File: config.mk
export PLATFORM = sky130hd
export DESIGN_NAME = avg_tput_wrap
export DESIGN_NICKNAME = d
export VERILOG_FILES = /design/src/rtl/avg_pkg.sv /design/src/rtl/avg_digit_core.sv /design/src/rtl/avg_lane.sv /design/src/rtl/avg_collect.sv /design/src/rtl/avg_tput_wrap.sv
export SDC_FILE = /design/constraint.sdc
export NUM_CORES = 1
export LEC_CHECK = 0
export BUFFER_PORTS_ARGS = -buffer_cell sky130_fd_sc_hd__buf_2
export CAP_MARGIN = 20
export CELL_PAD_IN_SITES_DETAIL_PLACEMENT = 2
export CELL_PAD_IN_SITES_GLOBAL_PLACEMENT = 2
export CORE_MARGIN = 4
export CORE_UTILIZATION = 36
export DETAILED_ROUTE_END_ITERATION = 8
export HOLD_SLACK_MARGIN = 0.02
export PLACE_DENSITY_LB_ADDON = 0.1
export SLEW_MARGIN = 20
export SYNTH_ARGS = -nofsm -noshare
export SYNTH_HDL_FRONTEND = slang
export SYNTH_HIERARCHICAL = 1
export SYNTH_SLANG_ARGS = --single-unit
export TNS_END_PERCENT = 20
File: constraint.sdc
create_clock -name clk -period 2.5 [get_ports clk]
set_clock_uncertainty 0.15 [all_clocks]
set_input_delay 0.125 -clock clk [delete_from_list [all_inputs] [get_ports clk]]
set_output_delay 0.125 -clock clk [all_outputs]
set_load 0.02 [all_outputs]
File: src/rtl/avg_pkg.sv
package avg_pkg;

    // Integer ceiling division used for digit and copy counts.
    function automatic int cdiv(input int num, input int den);
        return (num + den - 1) / den;
    endfunction

    // Operation duration: one cycle per digit plus one for the registered
    // sum digit, raised to the next multiple of the window length.
    function automatic int op_duration(input int ndig, input int pt);
        return cdiv(ndig + 1, pt) * pt;
    endfunction

    // Phase of the window counter.
    typedef enum logic {
        PH_CAPTURE = 1'b0,
        PH_HOLD    = 1'b1
    } win_phase_e;

endpackage

File: src/rtl/avg_digit_core.sv
module avg_digit_core #(
    parameter int NUM_IN = 4,
    parameter int SDW    = 2
) (
    input  logic                           clk,
    input  logic                           rst,
    input  logic                           clr,
    input  logic                           en,
    input  logic [NUM_IN-1:0][SDW-1:0]     dig_in,
    output logic [SDW-1:0]                 dig_out,
    output logic                           dig_vld
);
    localparam int DSW = SDW + $clog2(NUM_IN) + 1;
    localparam int CW  = DSW - SDW;

    logic [CW-1:0]  carry_q;
    logic [DSW-1:0] total;

    always_comb begin
        total = DSW'(carry_q);
        for (int i = 0; i < NUM_IN; i++) begin
            total = total + DSW'(dig_in[i]);
        end
    end

    always_ff @(posedge clk) begin
        if (rst) begin
            carry_q <= '0;
            dig_out <= '0;
            dig_vld <= 1'b0;
        end else if (clr) begin
            carry_q <= '0;
            dig_vld <= 1'b0;
        end else begin
            dig_vld <= en;
            if (en) begin
                dig_out <= total[SDW-1:0];
                carry_q <= total[DSW-1:SDW];
            end
        end
    end

    // the running carry never reaches the operand count
    assert_carry_bound_R3: assert property (@(posedge clk) disable iff (rst)
        32'(carry_q) < NUM_IN);

endmodule

File: src/rtl/avg_lane.sv
module avg_lane #(
    parameter int DATA_W = 8,
    parameter int NUM_IN = 4,
    parameter int SDW    = 2,
    parameter int NDIG   = 5
) (
    input  logic                              clk,
    input  logic                              rst,
    input  logic                              load,
    input  logic [NUM_IN-1:0][DATA_W-1:0]     ops,
    output logic [SDW-1:0]                    dig_out,
    output logic                              dig_vld
);
    localparam int SHW = NDIG * SDW;
    localparam int LW  = $clog2(NDIG + 1);

    logic [NUM_IN-1:0][SHW-1:0] sh_q;
    logic [LW-1:0]              left_q;
    logic                       feed;
    logic [NUM_IN-1:0][SDW-1:0] digits;

    assign feed = (left_q != '0);

    always_comb begin
        for (int i = 0; i < NUM_IN; i++) begin
            digits[i] = sh_q[i][SDW-1:0];
        end
    end

    always_ff @(posedge clk) begin
        if (rst) begin
            sh_q   <= '0;
            left_q <= '0;
        end else if (load) begin
            for (int i = 0; i < NUM_IN; i++) begin
                sh_q[i] <= SHW'(ops[i]);
            end
            left_q <= LW'(NDIG);
        end else if (feed) begin
            for (int i = 0; i < NUM_IN; i++) begin
                sh_q[i] <= sh_q[i] >> SDW;
            end
            left_q <= left_q - LW'(1);
        end
    end

    avg_digit_core #(
        .NUM_IN (NUM_IN),
        .SDW    (SDW)
    ) u_core (
        .clk     (clk),
        .rst     (rst),
        .clr     (load),
        .en      (feed),
        .dig_in  (digits),
        .dig_out (dig_out),
        .dig_vld (dig_vld)
    );

    // a copy is reloaded only after its previous operands are fully fed
    assert_load_idle_R7: assert property (@(posedge clk) disable iff (rst)
        load |-> (left_q == '0));

endmodule

File: src/rtl/avg_collect.sv
module avg_collect #(
    parameter int SDW  = 2,
    parameter int NDIG = 5
) (
    input  logic                   clk,
    input  logic                   rst,
    input  logic [SDW-1:0]         dig_in,
    input  logic                   dig_vld,
    output logic                   done,
    output logic [NDIG*SDW-1:0]    value
);
    localparam int SHW = NDIG * SDW;
    localparam int GW  = $clog2(NDIG + 1);

    logic [GW-1:0] got_q;

    always_ff @(posedge clk) begin
        if (rst) begin
            got_q <= '0;
            done  <= 1'b0;
            value <= '0;
        end else begin
            done <= 1'b0;
            if (dig_vld) begin
                value <= {dig_in, value[SHW-1:SDW]};
                if (got_q == GW'(NDIG - 1)) begin
                    got_q <= '0;
                    done  <= 1'b1;
                end else begin
                    got_q <= got_q + GW'(1);
                end
            end
        end
    end

    // completion is a single-cycle pulse
    assert_done_pulse_R4: assert property (@(posedge clk) disable iff (rst)
        done |=> !done);

endmodule

File: src/rtl/avg_tput_wrap.sv
module avg_tput_wrap #(
    parameter int DATA_W = 8,
    parameter int NUM_IN = 4,
    parameter int SDW    = 2,
    parameter int PT     = 2,
    parameter int SEL_HI = 9,
    parameter int SEL_LO = 2
) (
    input  logic                           clk,
    input  logic                           rst,
    input  logic                           in_valid,
    input  logic [NUM_IN-1:0][DATA_W-1:0]  in_ops,
    output logic                           out_valid,
    output logic [SEL_HI-SEL_LO:0]         out_avg
);
    import avg_pkg::*;

    localparam int SUM_W = DATA_W + $clog2(NUM_IN);
    localparam int NDIG  = cdiv(SUM_W, SDW);
    localparam int SHW   = NDIG * SDW;
    localparam int OD    = op_duration(NDIG, PT);
    localparam int NCOPY = OD / PT;
    localparam int SLW   = (PT > 1) ? $clog2(PT) : 1;
    localparam int RRW   = (NCOPY > 1) ? $clog2(NCOPY) : 1;

    logic [SLW-1:0]   slot_q;
    logic [RRW-1:0]   rr_q;
    win_phase_e       phase;
    logic [NCOPY-1:0] load;
    logic [NCOPY-1:0] done;
    logic [SHW-1:0]   val [NCOPY];
    logic [SHW-1:0]   picked;
    logic [SHW-1:0]   unused_pick;

    assign phase = (slot_q == '0) ? PH_CAPTURE : PH_HOLD;

    // Window counter and round-robin owner, both free running after reset.
    always_ff @(posedge clk) begin
        if (rst) begin
            slot_q <= '0;
            rr_q   <= '0;
        end else begin
            slot_q <= (slot_q == SLW'(PT - 1)) ? '0 : slot_q + SLW'(1);
            if (phase == PH_CAPTURE) begin
                rr_q <= (rr_q == RRW'(NCOPY - 1)) ? '0 : rr_q + RRW'(1);
            end
        end
    end

    for (genvar k = 0; k < NCOPY; k++) begin : g_copy
        logic [SDW-1:0] dig;
        logic           dvld;

        assign load[k] = (phase == PH_CAPTURE) && in_valid && (rr_q == RRW'(k));

        avg_lane #(
            .DATA_W (DATA_W),
            .NUM_IN (NUM_IN),
            .SDW    (SDW),
            .NDIG   (NDIG)
        ) u_lane (
            .clk     (clk),
            .rst     (rst),
            .load    (load[k]),
            .ops     (in_ops),
            .dig_out (dig),
            .dig_vld (dvld)
        );

        avg_collect #(
            .SDW  (SDW),
            .NDIG (NDIG)
        ) u_collect (
            .clk     (clk),
            .rst     (rst),
            .dig_in  (dig),
            .dig_vld (dvld),
            .done    (done[k]),
            .value   (val[k])
        );
    end

    // Result selection: at most one copy completes in any cycle.
    always_comb begin
        picked = '0;
        for (int k = 0; k < NCOPY; k++) begin
            if (done[k]) begin
                picked = picked | val[k];
            end
        end
    end

    assign unused_pick = picked;

    always_ff @(posedge clk) begin
        if (rst) begin
            out_valid <= 1'b0;
            out_avg   <= '0;
        end else begin
            out_valid <= |done;
            if (|done) begin
                out_avg <= picked[SEL_HI:SEL_LO];
            end
        end
    end

    // copies finish in distinct cycles
    assert_single_done_R5: assert property (@(posedge clk) disable iff (rst)
        $onehot0(done));

    // every output pulse follows a copy completion
    assert_out_follows_done_R4: assert property (@(posedge clk) disable iff (rst)
        out_valid |-> $past(|done));

    // output value holds between pulses
    assert_hold_R9: assert property (@(posedge clk) disable iff (rst)
        !out_valid |-> $stable(out_avg));

    // window counter stays inside the window
    assert_slot_range_R2: assert property (@(posedge clk) disable iff (rst)
        32'(slot_q) < PT);

    // the window owner stays inside the copy range
    assert_rr_range_R8: assert property (@(posedge clk) disable iff (rst)
        32'(rr_q) < NCOPY);

endmodule

==> summary by stage, run 1 <==
Run status
The run finished, with violations left. The checks that failed: negative setup slack.

Worst hold path
The path type of the worst min-delay path is in -> reg. The cell depth of the worst min-delay path is 6.

Routing
The detailed router placed 6250 vias in this run. After detailed routing, the average wire length per cell comes to 19.05 um. The routed length on met3 is 400 um.

The routed metal-1 wirelength is 10100 um. The count of routing violations after the opening detailed-route iteration is about 260. In the routed design, unresolved DRC markers number 0.

Signal routing reaches up to met4. The first-pass detailed-route iteration total is 5. In the routed layout, each cell is associated on average with a via count of ~5.

The amount of wire on met2 after detailed routing is approximately 12000 um. Summed over all layers, the routed wires come to roughly 23000 um. The detail route stage leaves a number of antenna-violating nets equal to 0.

Finish
The sequential standard cell area is 0.003427 mm^2. Once layout is complete, the cells apart from fillers number between 1k and 1.5k. 0 antenna diodes ended up in the layout. The area growth from synthesis to layout is 17.01%.

Fill cells in the final layout number roughly 2.4k. The share of post-route cells with drive strength above 1 is 0.1892. The final layout contains 968 nets. The area of the multi-input gates is 0.004323 mm^2.

Clock network
Clock tree synthesis selected as its root buffer the cell sky130_fd_sc_hd__clkbuf_16. The H-tree was split into 4 levels. The CTS tree is built.

The clock transition at the register clock pins on the worst setup and hold paths after CTS is 0.08 ns. Clock tree synthesis found a total of 171 sinks. The number of buffers created by CTS is 17. In this run the deepest clock path goes through 2 buffers. At the later pin of the worst-skew pair, clock insertion delay measures approximately 0.43 ns.

GRT
In the global route stage, overall resource usage came out at 0.1815. Entering global routing, the biggest net connects 71 pins. The number of global-route vias before repair is just over 7k. Global routing finished with a remaining overflow of 0.

The global-route wire length before repair is 37880 um. The number of antenna violations at the first check in global routing is 0.

Timing
The number of endpoints with negative hold slack in the final report is 0. The worst setup slack after layout is -0.2816 ns. The number of max-slew violations in the final report came to 0. Measured against its own limit, the worst slew margin works out to 0.5002. Setup repair after global routing could not meet its margin everywhere. The count of final setup violators is 12. For the finished layout, the period the worst path requires is 2.782 ns. Based on the critical path, the design can be clocked at up to between 0.3 and 0.4 GHz. The slew at the pin closest to its max-slew limit is 0.7487 ns. Dividing the final minimum period by the clock period gives 1.113. The total negative slack for setup checks is -2.472 ns.

Worst setup path
At the worst endpoint, the arrival time is 2.95 ns. The critical path class is reg -> reg. In this run the worst path has a maximum fanout of 2. Across all register-to-register paths, the minimum setup slack is -0.28 ns. The sort of element at the start of the critical path is a flip-flop. Measured in cells, the most critical reg-to-reg path has a length of 8. The kind of capture point of the worst setup path is a flip-flop.

The worst path required time is 2.67 ns.

Place
At the end of routability-driven placement, the weighted congestion stood at 0.7499. The HPWL after detailed placement is about 16000 um. In this run the tool buffered the top-level ports with 43 buffer cells. In this run, placement finished with an instance count of 1152.

Pwr
The leakage component of the power is 3.843 nW. The power per cell area is between 800 and 900 mW/mm^2. Across the VDD grid, the largest voltage drop is 385.1 uV.

Floorplanning
The height of the chip is approximately 160 um. The initial standard-cell utilization of the core is 0.3688. Measured along the x axis, the die boundary spans 160.8 um.

The boundary pin count is 44. In this run the standard cell core region covers 0.02278 mm^2. The floorplan step defined a die boundary enclosing 0.02584 mm^2. Row generation in the floorplan step produced 55 rows.

Yosys
The total nets after synthesis is 905. The synthesized instance count is 828. The mean instance size in the synthesized netlist is 10.15 um^2. The Yosys step of the flow raised 6 warnings. The post-synthesis instance area is between 0.008 and 0.009 mm^2.

Flow run
The reported max-cap violation count is 0.
-- flip-flops by register name (all words and copies together), names as in the netlist, 3 cells and up --
name and cells:
g_copy.u_collect/value 24, g_copy.u_lane/u_core/dig_out 6, g_copy.u_collect/done 3, out_avg 8
g_copy.u_lane/u_core/carry_q 9, g_copy.u_lane/left_q 9, g_copy.u_lane/u_core/dig_vld 3, g_copy.u_lane/sh_q 72
g_copy.u_collect/got_q 9, g_copy.u_lane/digits 24
-- layout make-up --
type	count	share of cell area
Clock buffer	18	0.04468
Clock inverter	14	0.01884
Inverter	69	0.02635
Multi-Input combinational cell	529	0.4398
Sequential cell	171	0.3487
Tap cell	313	0.03984
Timing Repair Buffer	103	0.08185
-- critical path, stage by stage, from the launching register on --
cell and delay, ns:
sky130_fd_sc_hd__dfxtp_2 0.34, sky130_fd_sc_hd__fa_1 0.54, sky130_fd_sc_hd__inv_1 0.05, sky130_fd_sc_hd__fa_1 0.50
sky130_fd_sc_hd__fa_2 0.22, sky130_fd_sc_hd__inv_2 0.05, sky130_fd_sc_hd__fa_2 0.36, sky130_fd_sc_hd__xnor2_1 0.14
sky130_fd_sc_hd__a2111oi_0 0.33
-- stage by stage --
step | hold WS, ns | cell area (um^2) | power (mW) | worst slack (ns) | util
after global placement | 0.2628 | 8846 | 5.667 | -0.1674 | 0.3884
after detailed placement | 0.2708 | 8846 | 5.827 | -0.3312 | 0.3884
final | 0.2607 | 9829 | 8.633 | -0.2816 | 0.4315
after global routing | 0.2733 | 9829 | 9.148 | -0.3623 | 0.4315
after CTS | 0.2455 | 9824 | 8.759 | -0.2863 | 0.4313
after floorplan | 0.03744 | 8416 | 5.482 | -0.1045 | -
-- placed cells by master (no fill, tap or decap), types with 4 or more instances in the layout --
master / count
sky130_fd_sc_hd__dfxtp_1: 168
sky130_fd_sc_hd__mux2i_1: 102
sky130_fd_sc_hd__nor2b_1: 76
sky130_fd_sc_hd__inv_1: 63
sky130_fd_sc_hd__a211oi_1: 62
sky130_fd_sc_hd__a21oi_1: 44
sky130_fd_sc_hd__buf_2: 42
sky130_fd_sc_hd__nor2_1: 37
sky130_fd_sc_hd__nand2_1: 35
sky130_fd_sc_hd__dlygate4sd3_1: 33
sky130_fd_sc_hd__nand3b_1: 27
sky130_fd_sc_hd__buf_4: 23
sky130_fd_sc_hd__ha_1: 21
sky130_fd_sc_hd__a211oi_2: 21
sky130_fd_sc_hd__clkbuf_16: 17
sky130_fd_sc_hd__fa_1: 12
sky130_fd_sc_hd__a222oi_1: 8
sky130_fd_sc_hd__nor4_1: 8
sky130_fd_sc_hd__a21oi_2: 6
sky130_fd_sc_hd__nand2b_2: 6
sky130_fd_sc_hd__inv_2: 6
sky130_fd_sc_hd__fa_2: 6
sky130_fd_sc_hd__a2111oi_1: 4
sky130_fd_sc_hd__buf_12: 4
-- power by group --
group | internal, mW | switching [mW] | leakage (nW)
Sequential | 3.02 | 0.304 | 1.39
Clock | 1.63 | 1.21 | 0.301
Combinational | 1.13 | 1.34 | 2.15
Total | 5.78 | 2.85 | 3.84
-- what timing repair did --
item | 4_1_cts | 5_1_grt
pin swaps | 5 | 2
endpoints found under the setup margin | 12 | 12
hold buffers | 33 | 0
resized for setup | 11 | 2
endpoints found under the hold margin | 106 | 0
setup buffers | 0 | 0
-- path summary, 6_finish.rpt --
path / endpoint / start
setup / recovery: g_copy[1].u_lane/u_core/carry_q[0] / g_copy[1].u_lane/digits[0]
hold reg to reg: g_copy[1].u_collect/got_q[2] / g_copy[1].u_collect/got_q[2]
hold / removal: g_copy[1].u_lane/sh_q[16] / in_valid
setup reg to reg: g_copy[1].u_lane/u_core/carry_q[0] / g_copy[1].u_lane/digits[0]
-- routing by layer --
| layer | up-vias | track usage |
|---|---|---|
| met4 | 0 | 0.04924 |
| li1 | 3002 | - |
| met2 | 69 | 0.3436 |
| met1 | 3164 | 0.2112 |
| met3 | 15 | 0.02900 |
| met5 | - | 0 |
Note: power is estimated with default switching activity, not from simulation.
==> inputs of run 2 (changes only) <==
- ABC_AREA: unset -> 1
- CORE_UTILIZATION: 36 -> 32
==> run 2 against run 1 <==
The flow still finishes with violations (negative setup slack). Sequential share of layout area fell by 0.39 points. Hold slack got worse by 0.12 ns. Register-to-register slack better by 0.13 ns. Area after synthesis increased by 2.2%. Flip-flop and latch count stayed put. Critical endpoint is now g_copy[2].u_lane/u_core/carry_q[0]. Largest cell class unchanged.
==> summary by stage, run 2 <==
Place
The routability congestion estimate from global placement was 0.7471 (was 0.7499). The placed cell count is 1556 (was 1152). The count of input and output buffers was 43 (unchanged). The placed standard-cell area was 0.009009 mm^2 (was 0.008846 mm^2). The HPWL after detailed placement is 18250 um (was 15860 um).

Clock network
The number of H-tree branching levels is 4 (unchanged). The number of buffers between clock root and the deepest sink is 2 (unchanged). The insertion delay to the later sink of the worst-skew pair is 0.43 ns (about the same). The clock transition at the register clock pins on the worst setup and hold paths after CTS is 0.07 ns (was 0.08 ns). The cell at the root of the clock tree is sky130_fd_sc_hd__clkbuf_16 (unchanged). The number of buffers created by CTS is 17 (unchanged). The number of setup buffers added after CTS is 0 (unchanged). The CTS tree was built (unchanged). The number of clock sinks seen by CTS was 171 (unchanged).

Routing
The routed length on met3 came to 512 um (was 400 um). The count of routing violations after the opening detailed-route iteration is 289 (was 262). The vias per cell was 4.775 (was 5.136). The amount of wire on met2 after detailed routing is 14580 um (was 12370 um). The top metal layer carrying routed signals is met4 (unchanged). The average routed wire per standard cell is 16.48 um (was 19.05 um). The total wirelength of the detailed-routed design is 26720 um (was 23180 um). The routed metal-1 wirelength was 11410 um (was 10100 um). The remaining design rule violation count is 0 (unchanged).

The number of routed nets with antenna violations came to 0 (unchanged). The total vias in the final route is 7740 (was 6250). The first-pass detailed-route iteration total is 4 (was 5).

GRT
The global routing usage summed across all routing layers is 0.1866 (was 0.1815). The number of antenna violations at the first check in global routing is 0 (unchanged). The total congestion overflow after global routing is 0 (unchanged).

The global-route wire length before repair is 43390 um (was 37880 um). The number of global-route vias before repair was 8176 (was 7058). The largest net degree at the start of global routing is 46 (was 71).

Floorplanning
The height of the chip was 171.8 um (was 160.8 um). The x dimension of the die is 171.8 um (was 160.8 um). The boundary pin count is 44 (unchanged).

The area of the core region is 0.02621 mm^2 (was 0.02278 mm^2). The initial standard-cell utilization of the core is 0.3275 (was 0.3688). The cell row count came to 59 (was 55). The die footprint is 0.02951 mm^2 (was 0.02584 mm^2).

Timing
The count of final setup violators came to 10 (was 12). The shortest clock period the worst path allows after layout came to 2.650 ns (was 2.782 ns). The peak clock frequency supported by timing is 0.3774 GHz (was 0.3595 GHz). The number of max-slew violations in the final report came to 0 (unchanged). The slew at the pin closest to its max-slew limit is 0.6902 ns (was 0.7487 ns). Unrepaired setup endpoints after global routing: yes (unchanged). The final period utilization came to 1.060 (was 1.113). The number of endpoints with negative hold slack in the final report is 0 (unchanged). The total negative slack for setup checks was -0.9699 ns (was -2.472 ns). The worst setup slack after layout is -0.1498 ns (was -0.2816 ns). The worst slew margin relative to its limit is 0.5393 (was 0.5002).

Finish
Commonest cells after routing, fill and taps aside: sky130_fd_sc_hd__nand2_1, sky130_fd_sc_hd__nand3_1, sky130_fd_sc_hd__inv_1 (was sky130_fd_sc_hd__dfxtp_1, sky130_fd_sc_hd__mux2i_1, sky130_fd_sc_hd__nor2b_1). The flip-flop count of the largest register after layout is 72 (unchanged). The area growth from synthesis to final layout is 15.90% (was 17.01%). The core occupancy in the finished layout came to 0.3796 (was 0.4315). The top register by number of flip-flops was g_copy.u_lane/sh_q (unchanged).

The number of fill cells came to 3096 (was 2406). The net count of the finished layout is 1350 (was 968). The antenna diode count was 0 (unchanged). The final instance area is 0.009948 mm^2 (was 0.009829 mm^2).

The most common library cell in the layout ignoring fill and taps is sky130_fd_sc_hd__nand2_1 (was sky130_fd_sc_hd__dfxtp_1). The share of post-route cells with drive strength above 1 was 0.1159 (was 0.1892). The final cell count without fillers is 1621 (was 1217).

Worst hold path
The path type of the worst min-delay path is in -> reg (unchanged).

Pwr
The overall power after layout is 8.507 mW (was 8.633 mW). The power per cell area is 855.2 mW/mm^2 (was 878.2 mW/mm^2). The leakage component of the power is 4.904 nW (was 3.843 nW). The worst IR drop on VDD was 463.3 uV (was 385.1 uV).

Yosys
The total nets after synthesis is 1292 (was 905). The mean instance size in the synthesized netlist is 7.064 um^2 (was 10.15 um^2). The number of warning messages in the yosys log was 6 (unchanged). The post-synthesis instance area is 0.008583 mm^2 (was 0.008401 mm^2). The synthesized instance count is 1215 (was 828).

Worst setup path
The sort of element at the start of the critical path is a flip-flop (unchanged). The critical path class is reg -> reg (unchanged). The arrival time of data at the critical path endpoint is 2.83 ns (was 2.95 ns). The biggest fanout along the worst timing path is 2 (unchanged). The worst path required time is 2.68 ns (was 2.67 ns). The kind of capture point of the worst setup path is a flip-flop (unchanged).

Run status
Outcome: finished, violations left (unchanged). Failing checks: negative setup slack (unchanged).

Flow run
The reported max-cap violation count is 0 (unchanged).
==> run 2: final timing paths <==
path,from,to,slack [ns],depth (start not counted)
worst max-delay path,g_copy[2].u_lane/digits[0],g_copy[2].u_lane/u_core/carry_q[0],-0.15,9
worst min-delay path,in_valid,g_copy[2].u_lane/u_core/dig_vld,0.14,6
worst max register to register,g_copy[2].u_lane/digits[0],g_copy[2].u_lane/u_core/carry_q[0],-0.15,9
worst min register to register,g_copy[2].u_lane/sh_q[27],g_copy[2].u_lane/sh_q[27],0.31,2
==> run 2: worst max-delay path, stage by stage (launching register included) <==
cell	delay, ns
sky130_fd_sc_hd__dfxtp_2	0.33
sky130_fd_sc_hd__fa_1	0.52
sky130_fd_sc_hd__inv_1	0.05
sky130_fd_sc_hd__fa_1	0.50
sky130_fd_sc_hd__fa_2	0.20
sky130_fd_sc_hd__inv_2	0.05
sky130_fd_sc_hd__fa_2	0.35
sky130_fd_sc_hd__xor2_1	0.17
sky130_fd_sc_hd__o21ai_1	0.18
sky130_fd_sc_hd__inv_1	0.05
==> run 2: routing by layer <==
layer / vias up / GRT usage
li1: 3885 / -
met1: 3770 / 0.2205
met2: 70 / 0.3584
met3: 15 / 0.02689
met4: 0 / 0.03657
met5: - / 0
==> run 2: where the power goes <==
group	switching [mW]	internal [mW]	total, mW	leakage (nW)
combinational	1.78	0.818	2.60	3.24
clock	1.22	1.30	2.52	0.267
sequential	0.262	3.12	3.38	1.40
==> run 2: area by class of cell <==
cell class	instances	area, um^2	share of cell area
repair buffers	102	740.7	0.07446
clock inverters	13	110.1	0.01107
inverters	209	808.3	0.08125
multi-input cells	772	4008	0.4028
flip-flops and latches	171	3430	0.3447
clock buffers	19	432.9	0.04352
well taps	335	419.2	0.04213
==> run 2: stage by stage <==
stage,hold slack (ns),setup WS [ns]
5_1_grt,0.1755,-0.2494
6_report,0.1378,-0.1498
3_3_place_gp,0.2803,-0.1298
3_5_place_dp,0.2905,-0.1882
2_1_floorplan,0.04169,-0.04571
4_1_cts,0.1296,-0.1641
==> run 2: repair_timing <==
| item | 4_1_cts | 5_1_grt |
|---|---|---|
| gates resized for setup | 17 | 11 |
| endpoints found under the setup margin | 11 | 12 |
| hold buffers | 33 | 0 |
| hold endpoints to repair | 98 | 0 |
| pin swaps | 3 | 6 |
==> inputs of run 3 (changes only) <==
- CORE_UTILIZATION: 32 -> 30
- SETUP_SLACK_MARGIN: unset -> 0.15
==> run 3 against run 2 <==
The flow still finishes with violations (negative setup slack). Core utilization fell by 2.2 points. First-iteration DRC count rose by 26%. Combinational power barely moved. Cell count rose by 2.7%. Hold slack got worse by 0.047 ns.
==> summary by stage, run 3 (synthesized netlist as in run 2, its figures left out) <==
Run status
Outcome: finished, violations left (unchanged). Failing checks: negative setup slack (unchanged).

Worst hold path
The cell depth of the worst min-delay path is 2 (was 6). The path type of the worst min-delay path is in -> reg (unchanged). The capture endpoint of the worst hold path was g_copy[2].u_lane/u_core/dig_vld (unchanged). The worst hold path startpoint was rst (was in_valid).

Pwr
The switching power share of the total is 0.3725 (was 0.3836). The fraction of power consumed by combinational cells is 0.298 (was 0.305). The overall power after layout came to 8.622 mW (was 8.507 mW). The power per cell area is 859.7 mW/mm^2 (was 855.2 mW/mm^2). The clock group share of total power is 0.310 (was 0.297). The part of the power in registers came to 0.392 (was 0.398). The worst IR drop on VDD is 473.7 uV (was 463.3 uV).

The leakage component of the power is 4.931 nW (was 4.904 nW). The internal power summed over all cells is 5.411 mW (was 5.244 mW). The net switching power came to 3.211 mW (was 3.263 mW).

Floorplanning
The x dimension of the die is 177.1 um (was 171.8 um). The area of the core region is 0.02801 mm^2 (was 0.02621 mm^2). The cell row count is 61 (was 59). The boundary pin count is 44 (unchanged). The initial standard-cell utilization of the core is 0.3064 (was 0.3275). The height of the chip is 177.1 um (was 171.8 um).

The die footprint is 0.03138 mm^2 (was 0.02951 mm^2).

GRT
The number of antenna violations at the first check in global routing is 1 (was 0). The global-route wire length before repair is 43760 um (was 43390 um). The number of global-route vias before repair is 8397 (was 8176). The global routing usage summed across all routing layers was 0.1757 (was 0.1866).

The total congestion overflow after global routing was 0 (unchanged). The largest net degree at the start of global routing is 46 (unchanged).

Timing
The peak clock frequency supported by timing came to 0.3793 GHz (was 0.3774 GHz). Unrepaired setup endpoints after global routing: yes (unchanged). The total negative slack for setup checks came to -0.8274 ns (was -0.9699 ns). The worst setup slack after layout is -0.1365 ns (was -0.1498 ns). The final period utilization is 1.055 (was 1.060). The slew at the pin closest to its max-slew limit is 0.7415 ns (was 0.6902 ns). The number of max-slew violations in the final report is 0 (unchanged).

The worst slew margin relative to its limit is 0.5051 (was 0.5393). The count of final setup violators is 10 (unchanged). The shortest clock period the worst path allows after layout came to 2.636 ns (was 2.650 ns).

The number of endpoints with negative hold slack in the final report is 0 (unchanged).

Worst setup path
The arrival time of data at the critical path endpoint was 2.81 ns (was 2.83 ns). The worst flop-to-flop path startpoint is g_copy[0].u_lane/digits[0] (was g_copy[2].u_lane/digits[0]). The critical path class is reg -> reg (unchanged). The worst path required time came to 2.68 ns (about the same). The kind of capture point of the worst setup path is a flip-flop (unchanged). The worst flop-to-flop path endpoint is g_copy[0].u_lane/u_core/dig_out[1] (was g_copy[2].u_lane/u_core/carry_q[0]). The sort of element at the start of the critical path is a flip-flop (unchanged).

The biggest fanout along the worst timing path is 2 (unchanged). The cell count of the worst reg-to-reg path came to 8 (was 9). The setup slack on the worst flop-to-flop path is -0.14 ns (was -0.15 ns).

Finish
The net count of the finished layout is 1350 (unchanged). Commonest cells after routing, fill and taps aside: sky130_fd_sc_hd__nand2_1, sky130_fd_sc_hd__nand3_1, sky130_fd_sc_hd__inv_1 (unchanged). The share of post-route cells with drive strength above 1 came to 0.1128 (was 0.1159). The number of fill cells is 3362 (was 3096). The top register by number of flip-flops is g_copy.u_lane/sh_q (unchanged). The antenna diode count was 0 (unchanged). The area growth from synthesis to final layout is 16.85% (was 15.90%). The core occupancy in the finished layout is 0.3581 (was 0.3796). The most common library cell in the layout ignoring fill and taps is sky130_fd_sc_hd__nand2_1 (unchanged).

The flip-flop count of the largest register after layout is 72 (unchanged).

Place
The setup slack at placement came to -0.1772 ns (was -0.1882 ns). The count of input and output buffers came to 43 (unchanged). The HPWL after detailed placement is 18570 um (was 18250 um). The routability congestion estimate from global placement is 0.7102 (was 0.7471).

Clock network
The number of buffers between clock root and the deepest sink was 2 (unchanged). The number of buffers created by CTS is 17 (unchanged). The CTS tree is built (unchanged). The clock transition at the register clock pins on the worst setup and hold paths after CTS is 0.07 ns (about the same).

The number of H-tree branching levels is 4 (unchanged). The number of clock sinks seen by CTS is 171 (unchanged). The cell at the root of the clock tree is sky130_fd_sc_hd__clkbuf_16 (unchanged). The insertion delay to the later sink of the worst-skew pair is 0.44 ns (was 0.43 ns).

Flow run
The reported max-cap violation count is 0 (unchanged).

Routing
The total vias in the final route is 7751 (was 7740). The vias per cell is 4.658 (was 4.775). The average routed wire per standard cell is 15.98 um (was 16.48 um). The total wirelength of the detailed-routed design came to 26600 um (was 26720 um).

The first-pass detailed-route iteration total is 5 (was 4). The remaining design rule violation count is 0 (unchanged). The count of routing violations after the opening detailed-route iteration was 364 (was 289).

The number of routed nets with antenna violations is 0 (unchanged).
run 3: area by class of cell:
class	instances	area [um^2]	area share
clock buffers	21	470.5	0.04691
clock inverters	11	110.1	0.01098
inverters	209	808.3	0.08059
multi-input cells	772	3978	0.3966
flip-flops and latches	171	3427	0.3417
well taps	378	473.0	0.04716
repair buffers	102	763.2	0.07610
run 3: power by group through the flow:
stage               clock network [mW]  logic, mW  registers, mW
CTS                               2.79       2.60           3.38
global placement                     0       2.46           3.43
detailed placement                   0       2.52           3.44
finish                            2.68       2.57           3.38
global route                      2.90       2.98           3.44
floorplan                            0       2.01           3.34
run 3: routing by layer:
layer	vias to the layer above	routed length [um]	track usage
met4	2	210	0.03578
met5	-	13	0
li1	3890	-	-
met3	13	586	0.03055
met2	60	14130	0.3345
met1	3786	11660	0.2059
run 3: per-stage QoR:
step / hold WS, ns / std cells / area [um^2]
2_1_floorplan: 0.04169 / 1215 / 8591
3_3_place_gp: 0.2792 / 1599 / 9087
3_5_place_dp: 0.2844 / 1599 / 9087
4_1_cts: 0.07896 / 1664 / 10010
5_1_grt: 0.09127 / 1664 / 10030
6_report: 0.09055 / 1664 / 10030
run 3: repair_timing:
| action | 4_1_cts | 5_1_grt |
|---|---|---|
| hold buffers | 32 | 0 |
| pin swaps | 2 | 2 |
| setup buffers | 1 | 0 |
| resized for setup | 13 | 7 |
| setup endpoints to repair | 12 | 12 |
| hold endpoints to repair | 96 | 0 |
run 3: worst max-delay path: stages (launching register included):
cell and delay [ns]:
sky130_fd_sc_hd__dfxtp_2 0.33, sky130_fd_sc_hd__fa_1 0.52, sky130_fd_sc_hd__inv_1 0.05, sky130_fd_sc_hd__fa_1 0.45, sky130_fd_sc_hd__fa_2 0.35, sky130_fd_sc_hd__inv_2 0.07
sky130_fd_sc_hd__fa_2 0.44, sky130_fd_sc_hd__o21ai_2 0.12, sky130_fd_sc_hd__nor2_1 0.05
run 3: worst max-delay path by stage:
stage	endpoint	from	slack, ns
after floorplan	g_copy[0].u_lane/u_core/carry_q[0]	g_copy[0].u_lane/digits[0]	-0.05
after global placement	g_copy[2].u_lane/u_core/carry_q[2]	g_copy[2].u_lane/digits[0]	-0.13
after detailed placement	g_copy[2].u_lane/u_core/carry_q[2]	g_copy[2].u_lane/digits[0]	-0.18
after CTS	g_copy[2].u_lane/u_core/dig_out[1]	g_copy[2].u_lane/digits[0]	-0.13
after global routing	g_copy[2].u_lane/u_core/dig_out[1]	g_copy[2].u_lane/digits[0]	-0.24
final	g_copy[0].u_lane/u_core/dig_out[1]	g_copy[0].u_lane/digits[0]	-0.14
